File: config.mk
export PLATFORM = sky130hd
export DESIGN_NAME = fu_swap_manager
export DESIGN_NICKNAME = d
export VERILOG_FILES = /design/src/rtl/swap_pkg.sv /design/src/rtl/swap_free_pick.sv /design/src/rtl/swap_slot_table.sv /design/src/rtl/swap_ctrl.sv /design/src/rtl/fu_swap_manager.sv
export SDC_FILE = /design/constraint.sdc
export NUM_CORES = 1
export LEC_CHECK = 0
export BUFFER_PORTS_ARGS = -buffer_cell sky130_fd_sc_hd__buf_2
export CAP_MARGIN = 10
export CORE_MARGIN = 3
export CORE_UTILIZATION = 45
export CTS_CLUSTER_DIAMETER = 30
export CTS_CLUSTER_SIZE = 24
export DETAILED_ROUTE_END_ITERATION = 6
export HOLD_SLACK_MARGIN = 0.02
export PLACE_DENSITY = 0.7
export SETUP_SLACK_MARGIN = 0.05
export SKIP_LAST_GASP = 1
export SYNTH_ARGS = -nofsm -noshare
export SYNTH_HDL_FRONTEND = slang
export SYNTH_HIERARCHICAL = 1
export SYNTH_SLANG_ARGS = --single-unit
File: constraint.sdc
create_clock -name clk -period 2.3 [get_ports clk]
set_clock_uncertainty 0.05 [all_clocks]
set_input_delay 0 -clock clk [delete_from_list [all_inputs] [get_ports clk]]
set_output_delay 0 -clock clk [all_outputs]
set_load 0.005 [all_outputs]
File: src/rtl/swap_pkg.sv
package swap_pkg;

    typedef enum logic [2:0] {
        ST_IDLE     = 3'd0,
        ST_DECODE   = 3'd1,
        ST_LOAD_REQ = 3'd2,
        ST_WAIT_ACK = 3'd3,
        ST_FORWARD  = 3'd4,
        ST_RELEASE  = 3'd5
    } swap_state_e;

endpackage

File: src/rtl/swap_free_pick.sv
module swap_free_pick #(
    parameter int N_SLOTS = 4,
    localparam int SLOT_W = (N_SLOTS > 1) ? $clog2(N_SLOTS) : 1
) (
    input  logic [N_SLOTS-1:0] busy,
    output logic               found,
    output logic [SLOT_W-1:0]  idx
);

    always_comb begin
        found = 1'b0;
        idx   = '0;
        for (int i = N_SLOTS - 1; i >= 0; i--) begin
            if (!busy[i]) begin
                found = 1'b1;
                idx   = SLOT_W'(i);
            end
        end
    end

endmodule

File: src/rtl/swap_slot_table.sv
module swap_slot_table #(
    parameter int N_SLOTS = 4,
    parameter int ADDR_W  = 12,
    localparam int SLOT_W = (N_SLOTS > 1) ? $clog2(N_SLOTS) : 1
) (
    input  logic               clk,
    input  logic               rst_n,
    input  logic [ADDR_W-1:0]  look_addr,
    output logic               hit,
    input  logic               install_en,
    input  logic [SLOT_W-1:0]  install_slot,
    input  logic [ADDR_W-1:0]  install_addr,
    input  logic               clear_en,
    input  logic [SLOT_W-1:0]  clear_slot,
    output logic [N_SLOTS-1:0] valid_vec
);

    typedef struct packed {
        logic [N_SLOTS-1:0]             valid;
        logic [N_SLOTS-1:0][ADDR_W-1:0] addr;
    } table_t;

    table_t tbl_q, tbl_d;
    logic [N_SLOTS-1:0] match;

    generate
        for (genvar s = 0; s < N_SLOTS; s++) begin : g_match
            assign match[s] = tbl_q.valid[s] && (tbl_q.addr[s] == look_addr);
        end
    endgenerate

    assign hit       = |match;
    assign valid_vec = tbl_q.valid;

    always_comb begin
        tbl_d = tbl_q;
        if (clear_en && tbl_q.valid[clear_slot]) begin
            tbl_d.valid[clear_slot] = 1'b0;
        end
        if (install_en) begin
            tbl_d.valid[install_slot] = 1'b1;
            tbl_d.addr[install_slot]  = install_addr;
        end
    end

    always_ff @(posedge clk) begin
        if (!rst_n) begin
            tbl_q <= '0;
        end else begin
            tbl_q <= tbl_d;
        end
    end


    generate
        for (genvar i = 0; i < N_SLOTS; i++) begin : g_uniq_i
            for (genvar j = i + 1; j < N_SLOTS; j++) begin : g_uniq_j
                unique_resident_chk: assert property (@(posedge clk) disable iff (!rst_n)
                    !(tbl_q.valid[i] && tbl_q.valid[j] && (tbl_q.addr[i] == tbl_q.addr[j])));
            end
        end
    endgenerate


    done_empties_slot_chk: assert property (@(posedge clk) disable iff (!rst_n)
        (clear_en && tbl_q.valid[clear_slot] && !(install_en && install_slot == clear_slot))
        |=> !tbl_q.valid[$past(clear_slot)]);

endmodule

File: src/rtl/swap_ctrl.sv
module swap_ctrl
    import swap_pkg::*;
#(
    parameter int N_SLOTS = 4,
    parameter int ADDR_W  = 12,
    parameter int DATA_W  = 32,
    localparam int SLOT_W = (N_SLOTS > 1) ? $clog2(N_SLOTS) : 1
) (
    input  logic              clk,
    input  logic              rst_n,
    input  logic              in_valid,
    input  logic [ADDR_W-1:0] in_addr,
    input  logic [DATA_W-1:0] in_data,
    input  logic              hit,
    output logic              in_ready,
    input  logic              free_found,
    input  logic [SLOT_W-1:0] free_idx,
    output logic              load_req,
    output logic [ADDR_W-1:0] load_addr,
    output logic [SLOT_W-1:0] load_slot,
    input  logic              load_ack,
    output logic              fwd_valid,
    input  logic              fwd_ready,
    output logic [ADDR_W-1:0] fwd_addr,
    output logic [DATA_W-1:0] fwd_data,
    output logic [SLOT_W-1:0] fwd_slot,
    output logic              install_en,
    output logic [SLOT_W-1:0] install_slot,
    output logic [ADDR_W-1:0] install_addr,
    output logic              pend_valid,
    output logic [SLOT_W-1:0] pend_slot
);

    typedef struct packed {
        swap_state_e       st;
        logic [ADDR_W-1:0] addr;
        logic [DATA_W-1:0] data;
        logic [SLOT_W-1:0] slot;
    } ctrl_t;

    ctrl_t c_q, c_d;

    always_comb begin
        c_d = c_q;
        unique case (c_q.st)
            ST_IDLE: begin
                if (in_valid && !hit) begin
                    c_d.addr = in_addr;
                    c_d.data = in_data;
                    c_d.st   = ST_DECODE;
                end
            end
            ST_DECODE: begin
                if (free_found) begin
                    c_d.slot = free_idx;
                    c_d.st   = ST_LOAD_REQ;
                end
            end
            ST_LOAD_REQ: c_d.st = ST_WAIT_ACK;
            ST_WAIT_ACK: begin
                if (load_ack) c_d.st = ST_FORWARD;
            end
            ST_FORWARD: begin
                if (fwd_ready) c_d.st = ST_RELEASE;
            end
            ST_RELEASE: c_d.st = ST_IDLE;
            default:    c_d.st = ST_IDLE;
        endcase
    end

    always_ff @(posedge clk) begin
        if (!rst_n) begin
            c_q <= '{st: ST_IDLE, addr: '0, data: '0, slot: '0};
        end else begin
            c_q <= c_d;
        end
    end

    assign in_ready     = (c_q.st == ST_IDLE) && !hit;
    assign load_req     = (c_q.st == ST_LOAD_REQ);
    assign load_addr    = c_q.addr;
    assign load_slot    = c_q.slot;
    assign fwd_valid    = (c_q.st == ST_FORWARD);
    assign fwd_addr     = c_q.addr;
    assign fwd_data     = c_q.data;
    assign fwd_slot     = c_q.slot;
    assign install_en   = (c_q.st == ST_RELEASE);
    assign install_slot = c_q.slot;
    assign install_addr = c_q.addr;
    assign pend_valid   = (c_q.st == ST_LOAD_REQ) || (c_q.st == ST_WAIT_ACK) ||
                          (c_q.st == ST_FORWARD)  || (c_q.st == ST_RELEASE);
    assign pend_slot    = c_q.slot;


    load_pulse_chk: assert property (@(posedge clk) disable iff (!rst_n)
        load_req |=> !load_req);


    fwd_after_ack_chk: assert property (@(posedge clk) disable iff (!rst_n)
        $rose(fwd_valid) |-> $past(load_ack));


    fwd_hold_chk: assert property (@(posedge clk) disable iff (!rst_n)
        (fwd_valid && !fwd_ready) |=> (fwd_valid && $stable(fwd_addr) &&
                                       $stable(fwd_data) && $stable(fwd_slot)));


    busy_backpressure_chk: assert property (@(posedge clk) disable iff (!rst_n)
        (in_valid && in_ready) |=> !in_ready);

endmodule

File: src/rtl/fu_swap_manager.sv
module fu_swap_manager #(
    parameter int N_SLOTS = 4,
    parameter int ADDR_W  = 12,
    parameter int DATA_W  = 32,
    localparam int SLOT_W = (N_SLOTS > 1) ? $clog2(N_SLOTS) : 1
) (
    input  logic              clk,
    input  logic              rst_n,
    input  logic              in_valid,
    input  logic [ADDR_W-1:0] in_addr,
    input  logic [DATA_W-1:0] in_data,
    output logic              in_ready,
    output logic              claim,
    output logic              load_req,
    output logic [ADDR_W-1:0] load_addr,
    output logic [SLOT_W-1:0] load_slot,
    input  logic              load_ack,
    output logic              fwd_valid,
    input  logic              fwd_ready,
    output logic [ADDR_W-1:0] fwd_addr,
    output logic [DATA_W-1:0] fwd_data,
    output logic [SLOT_W-1:0] fwd_slot,
    input  logic              done_valid,
    input  logic [SLOT_W-1:0] done_slot
);

    logic               hit;
    logic [N_SLOTS-1:0] valid_vec;
    logic [N_SLOTS-1:0] busy_vec;
    logic               free_found;
    logic [SLOT_W-1:0]  free_idx;
    logic               install_en;
    logic [SLOT_W-1:0]  install_slot;
    logic [ADDR_W-1:0]  install_addr;
    logic               pend_valid;
    logic [SLOT_W-1:0]  pend_slot;

    always_comb begin
        busy_vec = valid_vec;
        if (pend_valid) busy_vec[pend_slot] = 1'b1;
    end

    assign claim = !hit;

    swap_slot_table #(.N_SLOTS(N_SLOTS), .ADDR_W(ADDR_W)) u_table (
        .clk         (clk),
        .rst_n       (rst_n),
        .look_addr   (in_addr),
        .hit         (hit),
        .install_en  (install_en),
        .install_slot(install_slot),
        .install_addr(install_addr),
        .clear_en    (done_valid),
        .clear_slot  (done_slot),
        .valid_vec   (valid_vec)
    );

    swap_free_pick #(.N_SLOTS(N_SLOTS)) u_pick (
        .busy (busy_vec),
        .found(free_found),
        .idx  (free_idx)
    );

    swap_ctrl #(.N_SLOTS(N_SLOTS), .ADDR_W(ADDR_W), .DATA_W(DATA_W)) u_ctrl (
        .clk         (clk),
        .rst_n       (rst_n),
        .in_valid    (in_valid),
        .in_addr     (in_addr),
        .in_data     (in_data),
        .hit         (hit),
        .in_ready    (in_ready),
        .free_found  (free_found),
        .free_idx    (free_idx),
        .load_req    (load_req),
        .load_addr   (load_addr),
        .load_slot   (load_slot),
        .load_ack    (load_ack),
        .fwd_valid   (fwd_valid),
        .fwd_ready   (fwd_ready),
        .fwd_addr    (fwd_addr),
        .fwd_data    (fwd_data),
        .fwd_slot    (fwd_slot),
        .install_en  (install_en),
        .install_slot(install_slot),
        .install_addr(install_addr),
        .pend_valid  (pend_valid),
        .pend_slot   (pend_slot)
    );


    load_slot_free_chk: assert property (@(posedge clk) disable iff (!rst_n)
        load_req |-> !valid_vec[load_slot]);


    full_no_load_chk: assert property (@(posedge clk) disable iff (!rst_n)
        (&valid_vec) |=> !load_req);

endmodule

## Word-level counts from Yosys, hierarchy flattened

Index checks and enable logic that the tools add are counted.

| operators by class | value |
|---|---|
| $lt $le $gt $ge | 4 |
| equal/unequal tests | 13 |
| muxes and demuxes | 25 |
| bitwise gates (word level) | 4 |
| reductions and logical operators | 18 |

Operators with widths:

| operator | count |
|---|---|
| $mux 52 | 1 |
| $bwmux 48 | 1 |
| $eq 12x12->1 | 4 |
| $mux 47 | 1 |
| $demux 12 s2 | 1 |
| $pmux 3 s5 | 1 |
| $mux 12 | 1 |
| $logic_and 1x1->1 | 9 |
| $mux 3 | 3 |
| $mux 2 | 4 |
| $mux 4 | 2 |
| $or 4x4->4 | 2 |
| $mux 1 | 7 |
| $eq 3x2->1 const B | 2 |
| $eq 3x3->1 const B | 2 |
| $lt 2x3->1 const B | 2 |
| $and 4x4->4 | 1 |
| $demux 1 s2 | 2 |
| $ge 2x1->1 const B | 2 |
| $ne 2x1->1 const B | 2 |
| $ne 2x2->1 const B | 2 |
| $not 4->4 | 1 |
| $reduce_and 2->1 | 2 |
| $reduce_and 4->1 | 1 |
| other kinds (6) | 8 |

| storage, ports and cells | value |
|---|---|
| register bits | 101 |
| output and inout port bits | 64 |
| logic and storage cells | 73 |

## Longest topological paths before layout

| depth | value |
|---|---|
| depth in word-level cells | 12 |
| gate-level depth with buffers | 10 |
| gate-level depth less buffers | 7 |

## Modules after synthesis

Netlist, hierarchy kept.

Modules (own cells, without submodules):

| module | times used | cells an instance | area each (um^2) | seq. area each (um^2) |
|---|---|---|---|---|
| swap_ctrl | 1 | 311 | 2835.2 | 980.9 |
| swap_slot_table | 1 | 315 | 2615.0 | 1041.0 |
| fu_swap_manager | 1 | 7 | 46.3 | 0.0 |
| swap_free_pick | 1 | 5 | 28.8 | 0.0 |

## Least setup slack after synthesis

Ideal clock, no wire load.

| timing | value |
|---|---|
| kind | register to register |
| start | reg (tool-made name) |
| end | reg u_ctrl/c_q[46] (netlist bit) |
| data arrival time | 2.035 ns |
| data required time | 2.178 ns |
| path slack | 0.143 ns |
| stages on the path, launching flop included | 8 |
| clock period less this slack | 2.157 ns |
| cell sequence | dfxtp_1 xnor2_1 nand4_1 nor4_1 or4_1 or3b_2 a211oi_1 mux2i_1 |

RTL lines:

| element | RTL line | RTL |
|---|---|---|
| end signal, assigned | swap_ctrl.sv:73 | `c_q <= '{st: ST_IDLE, addr: '0, data: '0, slot: '0};` |
| end, declared | swap_ctrl.sv:41 | `ctrl_t c_q, c_d;` |

==> results.sh <==
export IMPL_die_w_um=117
export IMPL_worstRegToRegCells=9
export IMPL_p_leak_uw=0.00269
export IMPL_drive_above_1_share=0.276
export IMPL_wl_per_cell_um=18.1
export IMPL_r2r_slack_ns=-0.03
export IMPL_drtAntennaViolNets=0
export IMPL_cp_end_kind="register"
export IMPL_hp_start="in_addr[7]"
export IMPL_slew_headroom=0.613
export IMPL_clockPowerShare=0.268
export IMPL_ys_seq_elements=101
export IMPL_place_area_um2=5490
export IMPL_outcome="finished with violations"
export IMPL_synth_seq_area_share=0.366
export IMPL_ir_worst_vdd_v=0.000386
export IMPL_p_sw_frac=0.306
export IMPL_grt_overflow=0
export IMPL_diodes=0
export IMPL_pre_cts_ws_ns=-0.0569
export IMPL_holdPathEnd="u_ctrl/fwd_addr[7]$_SDFFE_PN0P_"
export IMPL_violations="negative setup slack"
export IMPL_worst_ep_arrival_time_ns=2.52
export IMPL_cts_root_buf="clkbuf_16"
export IMPL_setup_ws_ns=-0.0312
export IMPL_die_height_um=117
export IMPL_vias=4588
export IMPL_clock_latency_ns=0.34
export IMPL_ys_async_sr_fraction=0
export IMPL_dp_hpwl_mm=8.51
export IMPL_worstPathMaxFanout=9
export IMPL_rsz0062_at_grt="true"
export IMPL_via_per_inst=5.42
export IMPL_hp_class="in -> reg"
export IMPL_path_class="reg -> reg"
export IMPL_maxSlewViolCount=0
export IMPL_numCtsBuffers=9
export IMPL_final_area_um2=6650
export IMPL_fmax_mhz=429
export IMPL_cts_sinks=101
export IMPL_ys_top_cells_by_count="106 x nand2_1, 101 x dfxtp_1, 90 x a21boi_0, 90 x buf_4, 48 x xnor2_1"
export IMPL_tns_ns=-0.0846
export IMPL_holdPathStages=3
export IMPL_ios=116
export IMPL_worst_pin_slew_ns=0.581
export IMPL_track_usage=0.201
export IMPL_h_tree_depth=3
export IMPL_drv_cap=0
export IMPL_synth_most_common_cell="nand2_1"
export IMPL_combPwrFrac=0.383
export IMPL_first_pass_iters=5
export IMPL_final_setup_viol_count=5
export IMPL_synth_warnings=6
export IMPL_finalHoldViolCount=0
export IMPL_dominantRegCellSynth="dfxtp_1"
export IMPL_post_route_drc_count=0
export IMPL_p_seq_frac=0.349
export IMPL_synth_top_area_frac=0.366
export IMPL_synth_nets=690
export IMPL_start_kind="register"
export IMPL_synth_edf_count=0
export IMPL_die_area_um2=13600
export IMPL_syn_inst=638
export IMPL_grt_max_degree=56
export IMPL_grt_pass1_vias=4334
export IMPL_p_int_uw=4060
export IMPL_syn_to_final_growth_pct=20.3
export IMPL_start_util=0.472
export IMPL_first_iter_violations=352
export IMPL_port_buffers=115
export IMPL_ys_top_cells_by_area="dfxtp_1 37%, a21boi_0 12%, buf_4 12%"
export IMPL_path_clk_slew_ns=0.07
export IMPL_synth_cell_type_count=41
export IMPL_yosysTopAreaCell="dfxtp_1"
export IMPL_layout_min_cycle_time_ns=2.33
export IMPL_routed_wl_mm=15.3
export IMPL_fin_nets=751
export IMPL_core_rowCount=39
export IMPL_fp_coreArea_um2=11700
export IMPL_place_gp_congestion=0.841
export IMPL_cts_tree="built"
export IMPL_worstReg2RegEnd="u_ctrl/fwd_data[15]$_SDFFE_PN0P_"
export IMPL_grt_pass1_wl_mm=21.7
export IMPL_netlist_area_um2=5530
export IMPL_syn_area_per_cell_um2=8.66
export IMPL_finalCritPeriodShare=1.01
export IMPL_cts_buffer_depth=2
export IMPL_cellPowerDensity_nw_per_um2=879
export IMPL_cp_required_ns=2.48
export IMPL_antenna_found_initial=0
export IMPL_power_switching_uw=1790
power groups by stage:
stage	clock, uW	combinational (uW)	sequential [uW]
6_report	1570	2240	2040
5_1_grt	1650	2320	2050
4_1_cts	1590	1690	2030
3_5_place_dp	0	1070	2070
3_3_place_gp	0	1030	2060
2_1_floorplan	0	1090	1990
worst max-delay path by stage:
stage | startpoint | to | slack [ns]
after CTS | register | u_ctrl/fwd_addr[2]$_SDFFE_PN0P_ | -0.09
after detailed placement | register | u_ctrl/fwd_data[5]$_SDFFE_PN0P_ | -0.06
after global placement | register | u_ctrl/c_q[46]$_SDFFE_PN0P_ | -0.02
after global routing | register | in_ready | -0.08
final | register | u_ctrl/fwd_data[15]$_SDFFE_PN0P_ | -0.03
after floorplan | register | u_ctrl/c_q[46]$_SDFFE_PN0P_ | 0.14
layout make-up:
cell class | instances | area, um^2
clock inverter | 3 | 43.8
tap | 143 | 179
sequential | 101 | 2030
timing repair buffer | 183 | 1410
clock buffer | 12 | 267
inverter | 5 | 18.8
multi-input combinational | 399 | 2700
fill | 968 | 5060
through the flow:
stage / cells / hold slack (ns) / utilization / power [uW]
2_1_floorplan: 638 / 0.104 / - / 3080
3_3_place_gp: 776 / 0.288 / 0.469 / 3100
3_5_place_dp: 776 / 0.290 / 0.469 / 3140
4_1_cts: 838 / 0.0687 / 0.545 / 5310
5_1_grt: 846 / 0.0975 / 0.568 / 6020
6_report: 846 / 0.0689 / 0.568 / 5850
cells in the final DEF (no fill, tap or decap), types with 4 or more instances in the layout:
| cell | Yosys | layout |
|---|---|---|
| buf_2 | 10 | 114 |
| nand2_1 | 106 | 106 |
| dfxtp_1 | 101 | 98 |
| a21boi_0 | 90 | 77 |
| xnor2_1 | 48 | 46 |
| o21a_1 | 45 | 45 |
| dlygate4sd3_1 | 0 | 37 |
| and3_1 | 45 | 31 |
| clkbuf_16 | 0 | 16 |
| a21boi_1 | 6 | 16 |
| and3_4 | 0 | 14 |
| buf_4 | 90 | 13 |
| nand4_1 | 9 | 9 |
| nand3_1 | 6 | 6 |
| inv_1 | 5 | 5 |
| buf_6 | 5 | 5 |
| buf_12 | 0 | 5 |
| nor2b_1 | 4 | 4 |
critical path, cell delays in order, from the launching register on:
cell and delay [ns]:
dfxtp_2 0.34, xnor2_2 0.15, nand4_1 0.14, nor4_2 0.05, or4_4 0.56, nor4_4 0.18
buf_6 0.24, clkbuf_16 0.18, a21boi_1 0.10, o21a_1 0.23
layer usage:
layer  vias up  track usage  wire [um]
met5         -            0          0
met4         0       0.0696        415
met3        27       0.0314        926
met2       167        0.363       7470
met1      2214        0.243       6490
li1       2180            -          -
logic make-up after synthesis:
kind of cell | Yosys count | share of synthesized area
flip-flops | 101 | 0.366
XOR/XNOR | 49 | 0.0777
AO/OA/AOI/OAI | 154 | 0.208
buffers and inverters | 138 | 0.166
AND/OR/NAND/NOR | 193 | 0.177
multiplexers | 3 | 0.00543
timing repair:
action,in CTS,in global routing
gates resized for setup,9,41
gates cloned,4,10
buffers inserted,6,1
setup endpoints to repair,45,45
hold buffers,37,0
hold endpoints to repair,36,0
pin swaps,1,49
Power figures use the tool's default switching activity.
